==> config.mk <==
export PLATFORM = sky130hd
export DESIGN_NAME = mbit_validator
export DESIGN_NICKNAME = d
export VERILOG_FILES = /design/src/rtl/mbv_pkg.sv /design/src/rtl/mbv_tll.sv /design/src/rtl/mbv_crc.sv /design/src/rtl/mbv_chg.sv /design/src/rtl/mbv_group.sv /design/src/rtl/mbit_validator.sv
export SDC_FILE = /design/constraint.sdc
export NUM_CORES = 1
export LEC_CHECK = 0
export BUFFER_PORTS_ARGS = -buffer_cell sky130_fd_sc_hd__buf_2
export CAP_MARGIN = 20
export CORE_MARGIN = 1.5
export CORE_UTILIZATION = 54
export CTS_CLUSTER_DIAMETER = 150
export DETAILED_ROUTE_END_ITERATION = 6
export PLACE_DENSITY = 0.76
export SLEW_MARGIN = 30
export SYNTH_ARGS = -nofsm -noshare
export SYNTH_HDL_FRONTEND = slang
export SYNTH_SLANG_ARGS = --single-unit
export TNS_END_PERCENT = 10
==> constraint.sdc <==
create_clock -name clk -period 2.1 [get_ports clk]
set_input_delay 0.105 -clock clk [delete_from_list [all_inputs] [get_ports clk]]
set_output_delay 0.105 -clock clk [all_outputs]
set_load 0.01 [all_outputs]
==> src/rtl/mbv_pkg.sv <==
package mbv_pkg;

  typedef enum logic [1:0] {
    MODE_TLL = 2'b00,
    MODE_CRC = 2'b01,
    MODE_CHG = 2'b10,
    MODE_RSV = 2'b11
  } filt_mode_e;

  // reserved code is folded onto the repeat filter
  function automatic filt_mode_e norm_mode(input logic [1:0] code);
    filt_mode_e m;
    case (code)
      2'b01:   m = MODE_CRC;
      2'b10:   m = MODE_CHG;
      default: m = MODE_TLL;
    endcase
    return m;
  endfunction

endpackage

==> src/rtl/mbv_tll.sv <==
module mbv_tll #(
  parameter int W      = 3,
  parameter int REPEAT = 3
) (
  input  logic         clk,
  input  logic         rst_n,
  input  logic         clr,
  input  logic         stb,
  input  logic [W-1:0] din,
  output logic [W-1:0] acc,
  output logic         rpt
);
  localparam int CW = $clog2(REPEAT + 1);

  logic [W-1:0]  acc_q, acc_n;
  logic [W-1:0]  cand_q, cand_n;
  logic [CW-1:0] cnt_q, cnt_n;
  logic          rpt_q, rpt_n;

  always_comb begin
    acc_n  = acc_q;
    cand_n = cand_q;
    cnt_n  = cnt_q;
    rpt_n  = 1'b0;
    if (clr) begin
      acc_n  = '0;
      cand_n = '0;
      cnt_n  = '0;
    end else if (stb) begin
      if (din == acc_q) begin
        cnt_n = '0;
      end else if (din == cand_q && cnt_q != '0) begin
        if (cnt_q == CW'(REPEAT - 1)) begin
          acc_n = din;
          cnt_n = '0;
          rpt_n = 1'b1;
        end else begin
          cnt_n = cnt_q + CW'(1);
        end
      end else begin
        cand_n = din;
        cnt_n  = CW'(1);
      end
    end
  end

  always_ff @(posedge clk or negedge rst_n) begin
    if (!rst_n) begin
      acc_q  <= '0;
      cand_q <= '0;
      cnt_q  <= '0;
      rpt_q  <= 1'b0;
    end else begin
      acc_q  <= acc_n;
      cand_q <= cand_n;
      cnt_q  <= cnt_n;
      rpt_q  <= rpt_n;
    end
  end

  assign acc = acc_q;
  assign rpt = rpt_q;


  tll_cnt_range_chk: assert property (@(posedge clk) disable iff (!rst_n)
    cnt_q < CW'(REPEAT));


  tll_rpt_on_frame_chk: assert property (@(posedge clk) disable iff (!rst_n)
    rpt_q |-> $past(stb));

endmodule

==> src/rtl/mbv_crc.sv <==
module mbv_crc #(
  parameter int W = 3
) (
  input  logic         clk,
  input  logic         rst_n,
  input  logic         clr,
  input  logic         stb,
  input  logic         sf_stb,
  input  logic         crc_ok,
  input  logic [W-1:0] din,
  output logic [W-1:0] acc,
  output logic         rpt
);
  logic [W-1:0] last_q, last_n;
  logic         seen_q, seen_n;
  logic [W-1:0] pend_q, pend_n;
  logic         pvld_q, pvld_n;
  logic [W-1:0] acc_q, acc_n;
  logic         rpt_q, rpt_n;

  always_comb begin
    last_n = last_q;
    seen_n = seen_q;
    pend_n = pend_q;
    pvld_n = pvld_q;
    acc_n  = acc_q;
    rpt_n  = 1'b0;
    if (clr) begin
      last_n = '0;
      seen_n = 1'b0;
      pend_n = '0;
      pvld_n = 1'b0;
      acc_n  = '0;
    end else begin
      if (stb) begin
        last_n = din;
        seen_n = 1'b1;
      end
      if (sf_stb) begin
        pend_n = stb ? din : last_q;
        pvld_n = stb | seen_q;
        seen_n = 1'b0;
        if (pvld_q && crc_ok && pend_q != acc_q) begin
          acc_n = pend_q;
          rpt_n = 1'b1;
        end
      end
    end
  end

  always_ff @(posedge clk or negedge rst_n) begin
    if (!rst_n) begin
      last_q <= '0;
      seen_q <= 1'b0;
      pend_q <= '0;
      pvld_q <= 1'b0;
      acc_q  <= '0;
      rpt_q  <= 1'b0;
    end else begin
      last_q <= last_n;
      seen_q <= seen_n;
      pend_q <= pend_n;
      pvld_q <= pvld_n;
      acc_q  <= acc_n;
      rpt_q  <= rpt_n;
    end
  end

  assign acc = acc_q;
  assign rpt = rpt_q;


  crc_rpt_good_sf_chk: assert property (@(posedge clk) disable iff (!rst_n)
    rpt_q |-> $past(sf_stb && crc_ok));

endmodule

==> src/rtl/mbv_chg.sv <==
module mbv_chg #(
  parameter int W = 3
) (
  input  logic         clk,
  input  logic         rst_n,
  input  logic         clr,
  input  logic         stb,
  input  logic [W-1:0] din,
  output logic [W-1:0] acc,
  output logic         rpt
);
  logic [W-1:0] acc_q, acc_n;
  logic         rpt_q, rpt_n;

  always_comb begin
    acc_n = acc_q;
    rpt_n = 1'b0;
    if (clr) begin
      acc_n = '0;
    end else if (stb && din != acc_q) begin
      acc_n = din;
      rpt_n = 1'b1;
    end
  end

  always_ff @(posedge clk or negedge rst_n) begin
    if (!rst_n) begin
      acc_q <= '0;
      rpt_q <= 1'b0;
    end else begin
      acc_q <= acc_n;
      rpt_q <= rpt_n;
    end
  end

  assign acc = acc_q;
  assign rpt = rpt_q;


  chg_rpt_on_frame_chk: assert property (@(posedge clk) disable iff (!rst_n)
    rpt_q |-> $past(stb));

endmodule

==> src/rtl/mbv_group.sv <==
module mbv_group
  import mbv_pkg::*;
#(
  parameter int W      = 3,
  parameter int REPEAT = 3
) (
  input  logic         clk,
  input  logic         rst_n,
  input  logic         clr,
  input  filt_mode_e   mode,
  input  logic         stb,
  input  logic         sf_stb,
  input  logic         crc_ok,
  input  logic [W-1:0] din,
  output logic [W-1:0] val,
  output logic         rpt
);
  logic [W-1:0] tll_acc, crc_acc, chg_acc;
  logic         tll_rpt, crc_rpt, chg_rpt;

  mbv_tll #(.W(W), .REPEAT(REPEAT)) i_tll (
    .clk(clk), .rst_n(rst_n), .clr(clr), .stb(stb), .din(din),
    .acc(tll_acc), .rpt(tll_rpt)
  );

  mbv_crc #(.W(W)) i_crc (
    .clk(clk), .rst_n(rst_n), .clr(clr), .stb(stb), .sf_stb(sf_stb),
    .crc_ok(crc_ok), .din(din), .acc(crc_acc), .rpt(crc_rpt)
  );

  mbv_chg #(.W(W)) i_chg (
    .clk(clk), .rst_n(rst_n), .clr(clr), .stb(stb), .din(din),
    .acc(chg_acc), .rpt(chg_rpt)
  );

  always_comb begin
    case (mode)
      MODE_CRC: begin val = crc_acc; rpt = crc_rpt; end
      MODE_CHG: begin val = chg_acc; rpt = chg_rpt; end
      default:  begin val = tll_acc; rpt = tll_rpt; end
    endcase
  end


  grp_rpt_means_change_chk: assert property (@(posedge clk) disable iff (!rst_n)
    rpt |-> val != $past(val));


  grp_no_silent_change_chk: assert property (@(posedge clk) disable iff (!rst_n)
    (!rpt && !$past(clr)) |-> $stable(val));


  grp_clear_chk: assert property (@(posedge clk) disable iff (!rst_n)
    $past(clr) |-> (val == '0 && !rpt));

endmodule

==> src/rtl/mbit_validator.sv <==
module mbit_validator
  import mbv_pkg::*;
#(
  parameter int GRP_W  = 3,
  parameter int REPEAT = 3
) (
  input  logic               clk,
  input  logic               rst_n,
  input  logic               deact,
  input  logic [1:0]         cfg_mode,
  input  logic               cfg_ctl_follow,
  input  logic               cfg_fe_ext,
  input  logic               frame_stb,
  input  logic               sf_stb,
  input  logic               crc_ok,
  input  logic [2*GRP_W-1:0] mbits,
  input  logic               fe_int,
  input  logic               fe_ext,
  output logic [GRP_W-1:0]   eoc_val,
  output logic               eoc_rpt,
  output logic [GRP_W-1:0]   stat_val,
  output logic               stat_rpt,
  output logic [GRP_W-1:0]   ctl_val,
  output logic               fe_bit
);
  localparam int NGRP = 2;

  // reset: asserted asynchronously, released on the clock
  logic [1:0] rst_sync_q;
  logic       rst_s;

  always_ff @(posedge clk or negedge rst_n) begin
    if (!rst_n) rst_sync_q <= 2'b00;
    else        rst_sync_q <= {rst_sync_q[0], 1'b1};
  end
  assign rst_s = rst_sync_q[1];

  // configuration captured only while deactivated
  filt_mode_e mode_q, mode_n;
  logic       follow_q, follow_n;
  filt_mode_e ctl_mode;

  always_comb begin
    mode_n   = mode_q;
    follow_n = follow_q;
    if (deact) begin
      mode_n   = norm_mode(cfg_mode);
      follow_n = cfg_ctl_follow;
    end
  end

  always_ff @(posedge clk or negedge rst_s) begin
    if (!rst_s) begin
      mode_q   <= MODE_TLL;
      follow_q <= 1'b0;
    end else begin
      mode_q   <= mode_n;
      follow_q <= follow_n;
    end
  end

  assign ctl_mode = follow_q ? mode_q : MODE_TLL;

  // system-interface filters, one per bit group
  logic [GRP_W-1:0] grp_val [NGRP];
  logic             grp_rpt [NGRP];

  for (genvar g = 0; g < NGRP; g++) begin : g_grp
    mbv_group #(.W(GRP_W), .REPEAT(REPEAT)) i_grp (
      .clk(clk), .rst_n(rst_s), .clr(deact), .mode(mode_q),
      .stb(frame_stb), .sf_stb(sf_stb), .crc_ok(crc_ok),
      .din(mbits[g*GRP_W +: GRP_W]),
      .val(grp_val[g]), .rpt(grp_rpt[g])
    );
  end

  assign eoc_val  = grp_val[0];
  assign eoc_rpt  = grp_rpt[0];
  assign stat_val = grp_val[1];
  assign stat_rpt = grp_rpt[1];

  // state-machine path for the status group
  logic ctl_rpt_unused;

  mbv_group #(.W(GRP_W), .REPEAT(REPEAT)) i_ctl (
    .clk(clk), .rst_n(rst_s), .clr(deact), .mode(ctl_mode),
    .stb(frame_stb), .sf_stb(sf_stb), .crc_ok(crc_ok),
    .din(mbits[GRP_W +: GRP_W]),
    .val(ctl_val), .rpt(ctl_rpt_unused)
  );

  assign fe_bit = cfg_fe_ext ? fe_ext : fe_int;


  cfg_frozen_active_chk: assert property (@(posedge clk) disable iff (!rst_s)
    !$past(deact) |-> ($stable(mode_q) && $stable(follow_q)));


  cfg_mode_legal_chk: assert property (@(posedge clk) disable iff (!rst_s)
    mode_q != MODE_RSV);

endmodule

Word level (Yosys, flattened, before mapping):

Cells that the tools add are included.

* bits of input ports: 18
* flip-flop bits (word level): 73

* add/sub/neg operators: 3
* eq/ne operators: 27
* bitwise operators: 1
* reductions and logical operators: 37
* multiplexer cells: 102

Operators with widths (count)
* 3-bit 2-to-1 mux: 54
* 2-bit nonzero test: 17
* 2-bit 2-to-1 mux: 16
* 1-bit 2-to-1 mux: 26
* 3-bit equality test: 6
* 3-bit != test: 6
* 3-bit one-hot mux with 2 select lines: 3
* 2-bit equality test (second input constant): 6
* 2-bit != test (second input constant): 6
* 4-bit AND reduction: 3
* 1-bit logical AND: 10
* 3-bit AND reduction: 3
* 2-bit by 1-bit adder with 2-bit output (second input constant): 3
* 2-bit by 1-bit equality test with 1-bit output (second input constant): 3
* 2-bit AND reduction: 3
* 1-bit one-hot mux with 2 select lines: 2
* 2-bit one-hot mux with 2 select lines: 1
* 3-bit nonzero test: 1
* 1-bit OR: 1

Logic depth before layout (Yosys ltp):

Gate-level depths: netlist of run 1.

* depth after elaboration: 6
* mapped depth: 5
* gate-level depth less buffers: 5

Cells and area by module:

A second synthesis of run 1 with hierarchy kept.

* cell total of the unflattened synthesis: 358
* area, all modules: 4066.4 um^2

Modules (own cells, without submodules)
* mbv_crc: cells an instance 41, instances 3, seq. area each 300.3 um^2, area each 515.5 um^2
* mbv_tll: cells an instance 42, instances 3, seq. area each 225.2 um^2, area each 495.5 um^2
* mbv_chg: cells an instance 15, instances 3, seq. area each 100.1 um^2, area each 180.2 um^2
* mbv_group: cells an instance 16, instances 3, seq. area each 0.0 um^2, area each 97.6 um^2
* mbit_validator: cells an instance 16, instances 1, seq. area each 125.1 um^2, area each 200.2 um^2

Least setup slack after synthesis of run 1:

OpenSTA, ideal clock, no wires.

* path type: register -> register
* start: register g_grp[0].i_grp.i_tll.acc_q[2]
* end: register g_grp[0].i_grp.i_tll.cnt_q[1]
* stages on the path, launching flop included: 5
* arrival: 1.322 ns
* path buffers: 0
* setup time: 0.078 ns
* slack: 0.700 ns
* cells stage by stage: dfrtp_1 xor2_2 o31ai_4 or4_1 a21oi_1

* cells in the longest elaborated chain, start to end: 4

RTL lines
* start: declaration: line mbv_tll.sv:15 `logic [W-1:0] acc_q, acc_n;`
* start signal: assignment: line mbv_tll.sv:54 `acc_q <= acc_n;`
* 3-bit equality test: line mbv_tll.sv:30 `if (din == acc_q) begin`
* 2-bit 2-to-1 mux: line mbv_tll.sv:30
* 2-bit 2-to-1 mux: line mbv_tll.sv:29 `end else if (stb) begin`
* 2-bit 2-to-1 mux: line mbv_tll.sv:25 `if (clr) begin`
* end signal: assignment: line mbv_tll.sv:56 `cnt_q <= cnt_n;`
* end: declaration: line mbv_tll.sv:17 `logic [CW-1:0] cnt_q, cnt_n;`

Every way passes these cells. The select of a mux whose other input is x is not followed.
A chain may end at the register's enable or synchronous reset.

Final worst setup path of run 1:

* start: register mode_q[0]
* end: output stat_rpt

* cells in the longest elaborated chain, start to end: 2

RTL lines
* start: declaration: line mbit_validator.sv:39 `filt_mode_e mode_q, mode_n;`
* start signal: assignment: line mbit_validator.sv:57 `mode_q <= mode_n;`
* 2-bit equality test or 2-bit by 1-bit equality test with 1-bit output (tied branches): line mbv_group.sv:37 `case (mode)`
* 1-bit one-hot mux with 2 select lines *: line mbv_group.sv:37
* end: declaration: line mbit_validator.sv:22 `output logic stat_rpt,`

Mark *: on every way between the ends. The rest lies on a longest branch, timed or not.

==> results.sh, run 1 <==
export IMPL_status="finished, violations left"
export IMPL_violations="design-rule violations"
export IMPL_setup_ws_ns=0.2561
export IMPL_cp_cell_sequence="inv_1, ha_1, o21ai_0, buf_2"
export IMPL_fin_area_um2=4031
export IMPL_clock_latency_ns=0.34
export IMPL_drt_first_pass_iters=6
export IMPL_p_leak_nw=1.809
export IMPL_antenna_cells=0
export IMPL_worst_pin_slew_ns=0.5424
export IMPL_nFillCells=529
export IMPL_powerDensity_nw_per_um2=687.9
export IMPL_cts_tree="done"
export IMPL_synth_main_ff_cell="dfrtp_1"
export IMPL_cts_sinks=73
export IMPL_cp_required_ns=2.00
export IMPL_rows=29
export IMPL_htreeDepth=3
export IMPL_async_reset_ff_frac=1.000
export IMPL_mostFrequentLayoutCell="dfrtp_1"
export IMPL_setup_violations=0
export IMPL_ant_nets=0
export IMPL_pre_cts_slack_ns=0.5540
export IMPL_finalCriticalPeriod_ns=1.844
export IMPL_postSynthAreaPerCell_um2=10.70
export IMPL_ir_worst_vdd_uv=456.7
export IMPL_finalHoldViolCount=0
export IMPL_synth_edf_count=0
export IMPL_initial_utilization=0.5679
export IMPL_io_buffers=29
export IMPL_synth_yosys_seq_area_share=0.5009
export IMPL_synth_area_um2=3647
export IMPL_finalClockSkew_ns=0.004888
export IMPL_hold_path_class="in2reg"
export IMPL_synth_seq_cells=73
export IMPL_fin_util=0.6277
export IMPL_numPlacedInstances=431
export IMPL_path_clk_slew_ns=0.07
export IMPL_die_w_um=85.19
export IMPL_worstPathMaxFanout=16
export IMPL_cts_root_buf="clkbuf_8"
export IMPL_max_stage_delay_ns=0.47
export IMPL_grt_start_max_net_pins=72
export IMPL_critPathKind="reg2out"
export IMPL_crit_arrival_ns=1.74
export IMPL_cp_slowest_cell="ha_1"
export IMPL_stdcell_count=451
export IMPL_relSlewSlack=0.6380
export IMPL_area_growth_syn_to_layout_pct=10.53
export IMPL_viasPerCell=5.488
export IMPL_synthDistinctLibCells=43
export IMPL_die_h_um=85.19
export IMPL_synth_cells=341
export IMPL_startpoint_type="flop"
export IMPL_die_area_um2=7256
export IMPL_ys_warn_count=0
export IMPL_final_layout_size_suffix_gt1_frac=0.2112
export IMPL_cts_setup_buffers=0
export IMPL_nets=391
export IMPL_grt_overflow=0
export IMPL_fin_crit_sh=0.8781
export IMPL_drv_cap=0
export IMPL_grt_pass1_wl_um=11610
export IMPL_layout_common_cells="dfrtp_1 (72), nand2_1 (61), a21oi_1 (32), buf_2 (29), mux2i_1 (18)"
export IMPL_coreArea_um2=6422
export IMPL_setup_worst_path_end_class="primary output"
export IMPL_drt_initial_drc_count=148
export IMPL_rsz0062_at_grt="false"
export IMPL_pin_count=30
export IMPL_drc=2
export IMPL_cts_buffers=9
export IMPL_finalMaxSlewViolations=0
export IMPL_grt_pass1_vias=2403
export IMPL_clk_path_buf_depth=2
export IMPL_synth_nets=363
export IMPL_drt_wl_total_um=6852
export IMPL_timing_fmax_mhz=542.3
export IMPL_seq_area_um2=1828
export IMPL_place_area_um2=3827
export IMPL_fin_tns_setup_ns=0
export IMPL_vias=2475
export IMPL_grt_usage=0.2062
export IMPL_dp_hpwl_um=4715
export IMPL_antenna_found_initial=0
export IMPL_multiInputGateArea_um2=1674
export IMPL_globalplace_congestion=0.8077
export IMPL_drt_wirelength_per_cell_um=15.19
-- cells in the mapped netlist (2+ instances only) --
master | number | share of area
a21oi_1 | 32 | 0.044
a22oi_1 | 11 | 0.023
a311oi_1 | 2 | 0.0048
a31oi_1 | 2 | 0.0034
buf_2 | 3 | 0.0041
buf_4 | 3 | 0.0062
buf_6 | 3 | 0.0093
clkbuf_1 | 12 | 0.012
dfrtp_1 | 73 | 0.50
ha_1 | 4 | 0.014
inv_1 | 7 | 0.0072
mux2_2 | 11 | 0.034
mux2i_1 | 18 | 0.049
nand2_1 | 61 | 0.063
nand2b_1 | 14 | 0.024
nor2_1 | 15 | 0.015
nor3_1 | 2 | 0.0027
nor4b_4 | 2 | 0.013
o21ai_0 | 12 | 0.016
o311ai_0 | 2 | 0.0048
o31ai_4 | 2 | 0.012
or2b_1 | 2 | 0.0041
or4_1 | 2 | 0.0041
xnor2_1 | 15 | 0.036
xnor2_2 | 3 | 0.013
xor2_1 | 6 | 0.014
xor2_2 | 6 | 0.027
-- layout make-up --
type                            instances  share of cell area
Clock inverter                          6            0.009001
Tap cell                               77             0.02390
Sequential cell                        73              0.4534
Inverter                                7            0.006518
Clock buffer                           10             0.03166
Timing Repair Buffer                   39             0.06021
Multi-Input combinational cell        239              0.4153
-- report_power, final --
group | switching, mW | total, mW | internal (mW)
clock | 0.516 | 0.939 | 0.422
combinational | 0.196 | 0.329 | 0.133
sequential | 0.0421 | 1.51 | 1.46
total | 0.754 | 2.77 | 2.02
-- cells by family (layout without fill, tap and decap cells) --
| group | count (synthesis) | in the layout | synth area share |
|---|---|---|---|
| other | 1 | 1 | 0.001028 |
| adders and majority gates | 4 | 4 | 0.01372 |
| and+or+nand+nor | 106 | 106 | 0.1472 |
| muxes | 29 | 29 | 0.08336 |
| AOI/OAI and AO/OA | 69 | 69 | 0.1232 |
| buffers and inverters | 29 | 62 | 0.04013 |
| xor gates and xnor gates | 30 | 30 | 0.09057 |
| DFF | 73 | 73 | 0.5009 |
-- what timing repair did --
item	in CTS	in global routing
hold endpoints to repair	6	0
hold buffers	4	0
resized for setup	0	0
-- metrics by stage --
stage          hold WS, ns  total power [mW]
2_1_floorplan      -0.1906             1.778
3_3_place_gp       -0.1103             1.852
3_5_place_dp       -0.1096             1.859
4_1_cts            0.02773             2.804
5_1_grt            0.05000             2.891
6_report           0.04745             2.773
-- state kept, by name, indices dropped and copies added (netlist names), 4 cells and up --
| name | cells |
|---|---|
| g_grp.i_grp.i_tll.acc | 6 |
| g_grp.i_grp.i_tll.cnt_q | 4 |
| g_grp.i_grp.i_crc.last_q | 6 |
| g_grp.i_grp.i_tll.cand_q | 6 |
| g_grp.i_grp.i_crc.acc | 6 |
| g_grp.i_grp.i_chg.acc | 6 |
| g_grp.i_grp.i_crc.pend_q | 6 |
-- per-layer routing --
layer | vias up | GRT usage | wire length, µm | part of all wire
met4 | 0 | 0.08495 | 121 | 0.018
met1 | 1206 | 0.2910 | 3234 | 0.47
met2 | 46 | 0.3196 | 3254 | 0.47
met5 | - | 0 | 0 | 0
met3 | 12 | 0.03307 | 241 | 0.035
li1 | 1211 | - | - | -
-- worst max-delay path: cells and delay by family (launching register included) --
family          cells  cell delay, ns
fa+ha+maj           1            0.47
flops               1            0.37
compound gates      1            0.31
buf+inv             2            0.25
-- worst paths after layout --
kind	from	to	slack [ns]	depth (start not counted)
max in group asynchronous	rst_sync_q[1]	g_grp[0].i_grp.i_tll.acc[2]	1.51	1
max	mode_q[0]	stat_rpt	0.26	4
max reg2reg	g_grp[0].i_grp.i_tll.acc[2]	g_grp[0].i_grp.i_tll.acc[2]	0.56	4
min	cfg_mode[1]	mode_q[1]	0.05	3
min in group asynchronous	rst_n	rst_sync_q[1]	0.06	2
min reg2reg	rst_sync_q[1]	i_ctl.i_crc.pend_q[2]	0.28	1
Note: power is estimated with default switching activity, not from simulation.
==> run 2: changes to the inputs <==
==> constraint.sdc (replaced) <==
create_clock -name clk -period 1.65 [get_ports clk]
set_input_delay 0.0825 -clock clk [delete_from_list [all_inputs] [get_ports clk]]
set_output_delay 0.0825 -clock clk [all_outputs]
set_load 0.01 [all_outputs]
==> run 2 against run 1 <==
Net effect:
- the run still ends with design-rule violations left
- cell count increased by 0.44%
- count of clock-buffer cells in the layout decreased by 1
- sequential share of layout area decreased by 1.6 points
- setup slack got worse by 0.24 ns
- via count increased by 1.2%
- non-clock buffer count increased by 2
- total power increased by 36%
- sequential cell count unchanged
- first-iteration DRC count increased by 22%
- sequential power increased by 27%
- highest routed layer unchanged
==> results.sh, run 2 (synthesis gave the netlist of run 1 again) <==
export IMPL_status="finished, violations left"
export IMPL_violations="design-rule violations"
export IMPL_finalCriticalPeriod_ns=1.635
export IMPL_setup_worst_path_end_class="primary output"
export IMPL_antenna_found_initial=0
export IMPL_globalplace_congestion=0.8698
export IMPL_viasPerCell=5.528
export IMPL_critPathLaunch="mode_q[1]"
export IMPL_ir_worst_vdd_uv=590.0
export IMPL_cts_tree="done"
export IMPL_cp_slowest_cell="dfrtp_2"
export IMPL_crit_family="flip-flops"
export IMPL_finalMaxSlewViolations=0
export IMPL_vias=2504
export IMPL_grt_start_max_net_pins=72
export IMPL_stdcell_count=453
export IMPL_cp_cell_sequence="inv_1, ha_4, a22oi_1, o21ai_0, buf_2"
export IMPL_cp_required_ns=1.57
export IMPL_critPathKind="reg2out"
export IMPL_path_clk_slew_ns=0.08
export IMPL_hold_path_class="in2async"
export IMPL_setup_ws_ns=0.01482
export IMPL_regToRegStartpoint="g_grp[0].i_grp.i_tll.acc[1]"
export IMPL_use_met1=0.2817
export IMPL_coreArea_um2=6422
export IMPL_cts_root_buf="clkbuf_8"
export IMPL_nFillCells=509
export IMPL_pre_cts_slack_ns=0.1111
export IMPL_reg2regPathDepth=4
export IMPL_fin_util=0.6507
export IMPL_cts_buffers=9
export IMPL_numPlacedInstances=431
export IMPL_drc=2
export IMPL_worst_pin_slew_ns=0.6246
export IMPL_rrSetupSlack_ns=0.12
export IMPL_mostFrequentLayoutCell="dfrtp_1"
export IMPL_clock_latency_ns=0.34
export IMPL_htreeDepth=3
export IMPL_seq_area_um2=1829
export IMPL_worstSetupPathDepth=5
export IMPL_die_h_um=85.19
export IMPL_finalHoldViolCount=0
export IMPL_die_w_um=85.19
export IMPL_setup_violations=0
export IMPL_timing_fmax_mhz=611.6
export IMPL_drv_cap=0
export IMPL_final_layout_size_suffix_gt1_frac=0.2500
export IMPL_ant_nets=0
export IMPL_clk_path_buf_depth=2
export IMPL_p_leak_nw=1.834
export IMPL_nets=393
export IMPL_rr_endpoint="g_grp[0].i_grp.i_tll.acc[0]"
export IMPL_finalClockSkew_ns=0.005643
export IMPL_grt_pass1_wl_um=12030
export IMPL_critPathCapture="eoc_rpt"
export IMPL_grt_usage=0.2154
export IMPL_met3_usage=0.05739
export IMPL_grt_overflow=0
export IMPL_area_growth_syn_to_layout_pct=14.58
export IMPL_busiest_layer="met2"
export IMPL_die_area_um2=7256
export IMPL_crit_arrival_ns=1.55
export IMPL_worst_path_buf_inv=2
export IMPL_cts_sinks=73
export IMPL_relSlewSlack=0.5831
export IMPL_io_buffers=29
export IMPL_grt_pass1_vias=2496
export IMPL_fin_crit_sh=0.9910
export IMPL_drt_first_pass_iters=6
export IMPL_rsz0062_at_grt="true"
export IMPL_antenna_cells=0
export IMPL_met2_usage=0.3593
export IMPL_powerDensity_nw_per_um2=903.2
export IMPL_multiInputGateArea_um2=1752
export IMPL_drt_wirelength_per_cell_um=15.65
export IMPL_drt_initial_drc_count=180
export IMPL_initial_utilization=0.5679
export IMPL_pin_count=30
export IMPL_startpoint_type="flop"
export IMPL_drt_wl_total_um=7089
export IMPL_layout_common_cells="dfrtp_1 (71), nand2_1 (59), a21oi_1 (32), buf_2 (29), mux2i_1 (18)"
export IMPL_max_stage_delay_ns=0.44
export IMPL_worstPathMaxFanout=8
export IMPL_dp_hpwl_um=4775
export IMPL_rows=29
==> run 2: cell types whose count changed in the layout (fill, tap and decap cells not counted), sizes merged <==
cell	before	now
buf	35	36
bufinv	0	1
clkbuf	10	9
clkinv	5	1
clkinvlp	1	3
dlygate4sd3	4	5
inv	7	9
==> run 2: worst min-delay path by stage <==
| stage | end | slack [ns] |
|---|---|---|
| floorplan | rst_sync_q[0] | -0.21 |
| global placement | rst_sync_q[0] | -0.13 |
| detailed placement | rst_sync_q[0] | -0.13 |
| CTS | rst_sync_q[1] | 0.02 |
| global route | rst_sync_q[1] | 0.02 |
| finish | rst_sync_q[1] | 0.04 |
==> run 2: power by group <==
group / internal, mW / leakage (nW) / switching, mW / total, mW
clock network: 0.710 / 0.0925 / 0.680 / 1.39
registers: 1.86 / 0.979 / 0.0571 / 1.92
logic: 0.200 / 0.763 / 0.265 / 0.465
total: 2.77 / 1.83 / 1.00 / 3.77
==> run 2: cell type report <==
| type | instances | area share |
|---|---|---|
| clock inverters | 7 | 0.01886 |
| clock buffers | 9 | 0.02964 |
| multi-input cells | 239 | 0.4192 |
| well taps | 77 | 0.02305 |
| flip-flops and latches | 73 | 0.4377 |
| inverters | 7 | 0.006287 |
| repair buffers | 41 | 0.06527 |
==> run 2: metal layers <==
metal | routed length, µm | up-vias
met5 | 0 | -
met4 | 56 | 0
met3 | 223 | 4
met2 | 3616 | 33
met1 | 3192 | 1254
li1 | - | 1213
==> run 2: what timing repair did <==
| action | 4_1_cts | 5_1_grt |
|---|---|---|
| hold endpoints to repair | 6 | 0 |
| hold buffers | 5 | 0 |
| buffers inserted | 0 | 1 |
| pin swaps | 0 | 2 |
| resized for setup | 10 | 14 |
| endpoints found under the setup margin | 11 | 12 |
==> run 2: through the flow <==
stage	area [µm²]	total power [mW]	TNS [ns]	hold WS [ns]
global route	4179	3.949	-0.2070	0.02043
global placement	3840	2.360	0	-0.1331
detailed placement	3840	2.374	0	-0.1311
finish	4179	3.775	0	0.03565
CTS	4125	3.801	-0.08762	0.01917
floorplan	3649	2.263	0	-0.2131
==> run 3: changes to the inputs <==
--- a/config.mk
+++ b/config.mk
@@ -5,6 +5,7 @@
 export SDC_FILE = /design/constraint.sdc
 export NUM_CORES = 1
 export LEC_CHECK = 0
+export ABC_AREA = 1
 export BUFFER_PORTS_ARGS = -buffer_cell sky130_fd_sc_hd__buf_2
 export CAP_MARGIN = 20
 export CORE_MARGIN = 1.5
==> run 3 against run 2 <==
Net effect:
- the run ends with negative setup slack left
- maximum frequency shrank 2.5%
- setup slack got worse by 0.043 ns
- via count is 32% higher
- core utilization fell by 0.30 points
- hold slack worse by 0.0047 ns
- non-clock buffer count up 7
- first-iteration DRC count rose by 17%
- sequential share of layout area shrank 2.2 points
- critical path type unchanged
- highest routed layer unchanged
==> results.sh, run 3 <==
export IMPL_ys_warn_count=0
export IMPL_die_area_um2=7511
export IMPL_area_growth_syn_to_layout_pct=16.42
export IMPL_rsz0062_at_grt="true"
export IMPL_violations="negative setup slack"
export IMPL_setup_worst_path_end_class="primary output"
export IMPL_hold_path_class="in2async"
export IMPL_antenna_found_initial=0
export IMPL_dp_hpwl_um=6307
export IMPL_synth_seq_cells=73
export IMPL_synth_most_common_cell="nand2_1"
export IMPL_mostFrequentLayoutCell="nand2_1"
export IMPL_postSynthAreaPerCell_um2=7.891
export IMPL_viasPerCell=5.286
export IMPL_status="finished, violations left"
export IMPL_drt_first_pass_iters=5
export IMPL_cts_buffers=9
export IMPL_clock_latency_ns=0.36
export IMPL_htreeDepth=3
export IMPL_grt_overflow=0
export IMPL_regToRegStartpoint="mode_q[1]"
export IMPL_finalHoldWorstSlack_ns=0.03100
export IMPL_drt_initial_drc_count=210
export IMPL_rr_endpoint="mode_q[1]"
export IMPL_rows=30
export IMPL_powerDensity_nw_per_um2=905.0
export IMPL_numPlacedInstances=602
export IMPL_nets=546
export IMPL_setup_ws_ns=-0.02769
export IMPL_pin_count=30
export IMPL_worst_pin_slew_ns=0.5304
export IMPL_finalClockSkew_ns=0.01260
export IMPL_synth_cells=479
export IMPL_cp_required_ns=1.57
export IMPL_finalCriticalPeriod_ns=1.678
export IMPL_ant_nets=0
export IMPL_finalHoldViolCount=0
export IMPL_yosys_area_top_type="dfrtp_1"
export IMPL_netlist_top_cells_area="dfrtp_1 (48%), nand2_1 (16%), nand3_1 (5.6%)"
export IMPL_synth_edf_count=0
export IMPL_p_leak_nw=2.242
export IMPL_drt_wl_total_um=8814
export IMPL_synth_main_ff_cell="dfrtp_1"
export IMPL_finalMaxSlewViolations=0
export IMPL_stdcell_count=625
export IMPL_drv_cap=0
export IMPL_crit_arrival_ns=1.60
export IMPL_globalplace_congestion=0.8426
export IMPL_drc=0
export IMPL_cts_tree="done"
export IMPL_grt_pass1_vias=3154
export IMPL_initial_utilization=0.5564
export IMPL_relSlewSlack=0.6464
export IMPL_grt_pass1_wl_um=14640
export IMPL_async_reset_ff_frac=1.000
export IMPL_pre_cts_slack_ns=0.1140
export IMPL_ir_worst_vdd_uv=690.4
export IMPL_layout_common_cells="nand2_1 (157), dfrtp_1 (70), nand3_1 (42), nor2_1 (36), inv_1 (35)"
export IMPL_reg2regPathDepth=3
export IMPL_path_clk_slew_ns=0.07
export IMPL_synthTopCellsByCount="nand2_1 (159), dfrtp_1 (73), nand3_1 (42)"
export IMPL_rrSetupSlack_ns=0.28
export IMPL_final_layout_size_suffix_gt1_frac=0.2155
export IMPL_startpoint_type="flop"
export IMPL_setup_violations=4
export IMPL_synth_top_area_frac=0.4833
export IMPL_die_w_um=86.67
export IMPL_synthDistinctLibCells=28
export IMPL_power_total_mw=3.982
export IMPL_drt_wirelength_per_cell_um=14.10
export IMPL_fin_crit_sh=1.017
export IMPL_antenna_cells=0
export IMPL_worstPathMaxFanout=6
export IMPL_synth_nets=501
export IMPL_vias=3304
export IMPL_critPathKind="reg2out"
export IMPL_clk_path_buf_depth=2
export IMPL_synth_yosys_seq_area_share=0.4833
export IMPL_io_buffers=29
export IMPL_die_h_um=86.67
export IMPL_timing_fmax_mhz=596.1
export IMPL_cts_sinks=73
export IMPL_grt_usage=0.2585
export IMPL_coreArea_um2=6794
export IMPL_grt_start_max_net_pins=35
export IMPL_synth_area_um2=3780
export IMPL_cts_root_buf="clkbuf_8"
[run 3: changes by cell type in the layout (fill, tap and decap cells not counted), moves of 11 or more]
cell | previous run | this run
nand3_1 | 1 | 42
inv_1 | 6 | 35
nand2_2 | 2 | 13
mux2i_1 | 18 | 2
a21oi_1 | 32 | 14
o21ai_0 | 5 | 20
nand2b_1 | 14 | 0
nand2_1 | 59 | 157
nor2_1 | 15 | 36
[run 3: worst max-delay path, stage by stage (launching register included)]
cell     delay, ns
dfrtp_1       0.43
nand2_2       0.12
inv_2         0.05
ha_4          0.29
a21oi_1       0.05
a22oi_1       0.15
buf_2         0.16
[run 3: cell type report]
type	instances	area, µm²
clock inverter	6	58.81
multi-input combinational	344	1757
inverter	48	190.2
tap	96	120.1
sequential	73	1831
timing repair buffer	48	316.6
fill	565	2394
clock buffer	10	127.6
[run 3: per-layer routing]
layer / vias up / share of wire / GRT usage
met5: - / 0 / 0
met4: 0 / 0.016 / 0.09238
met3: 15 / 0.059 / 0.06476
met2: 112 / 0.48 / 0.3999
met1: 1575 / 0.45 / 0.3560
li1: 1602 / - / -
[run 3: report_power, final]
part	leakage, nW	switching (mW)	internal [mW]
sequential	0.972	0.0777	1.88
clock	0.0998	0.688	0.691
combinational	1.17	0.390	0.258
[run 3: kinds of logic (layout without fill, tap and decap cells)]
logic type / after synthesis / in the layout / share of synthesized area
adder cells (fa/ha/maj): 4 / 4 / 0.01324
buffers and inverters: 62 / 112 / 0.07315
XOR/XNOR: 17 / 17 / 0.03939
AND/OR/NAND/NOR: 263 / 263 / 0.2959
AO/OA/AOI/OAI: 53 / 53 / 0.07680
multiplexers: 6 / 6 / 0.01721
other: 1 / 1 / 0.0009921
flip-flops: 73 / 73 / 0.4833
[run 3: worst max path at each step]
| stage | start | end | slack [ns] | cells after the start |
|---|---|---|---|---|
| after floorplan | mode_q[0] | eoc_val[0] | 0.29 | 5 |
| after global placement | mode_q[0] | stat_rpt | 0.18 | 6 |
| after detailed placement | mode_q[0] | stat_rpt | 0.11 | 6 |
| after CTS | mode_q[0] | stat_val[1] | -0.04 | 5 |
| after global routing | follow_q | ctl_val[2] | -0.09 | 6 |
| final | follow_q | ctl_val[2] | -0.03 | 6 |
[run 3: what timing repair did]
item / CTS / global route
pin swaps: 1 / 3
hold buffers: 5 / 0
buffers inserted: 1 / 1
setup endpoints to repair: 11 / 11
gates resized for setup: 11 / 12
endpoints found under the hold margin: 6 / 0
[run 3: stage by stage]
stage	setup TNS, ns	utilization	instance area [µm²]
floorplan	0	-	3781
global placement	0	0.5980	4063
detailed placement	0	0.5980	4063
CTS	-0.1977	0.6401	4349
global route	-0.4655	0.6477	4400
finish	-0.04738	0.6477	4400
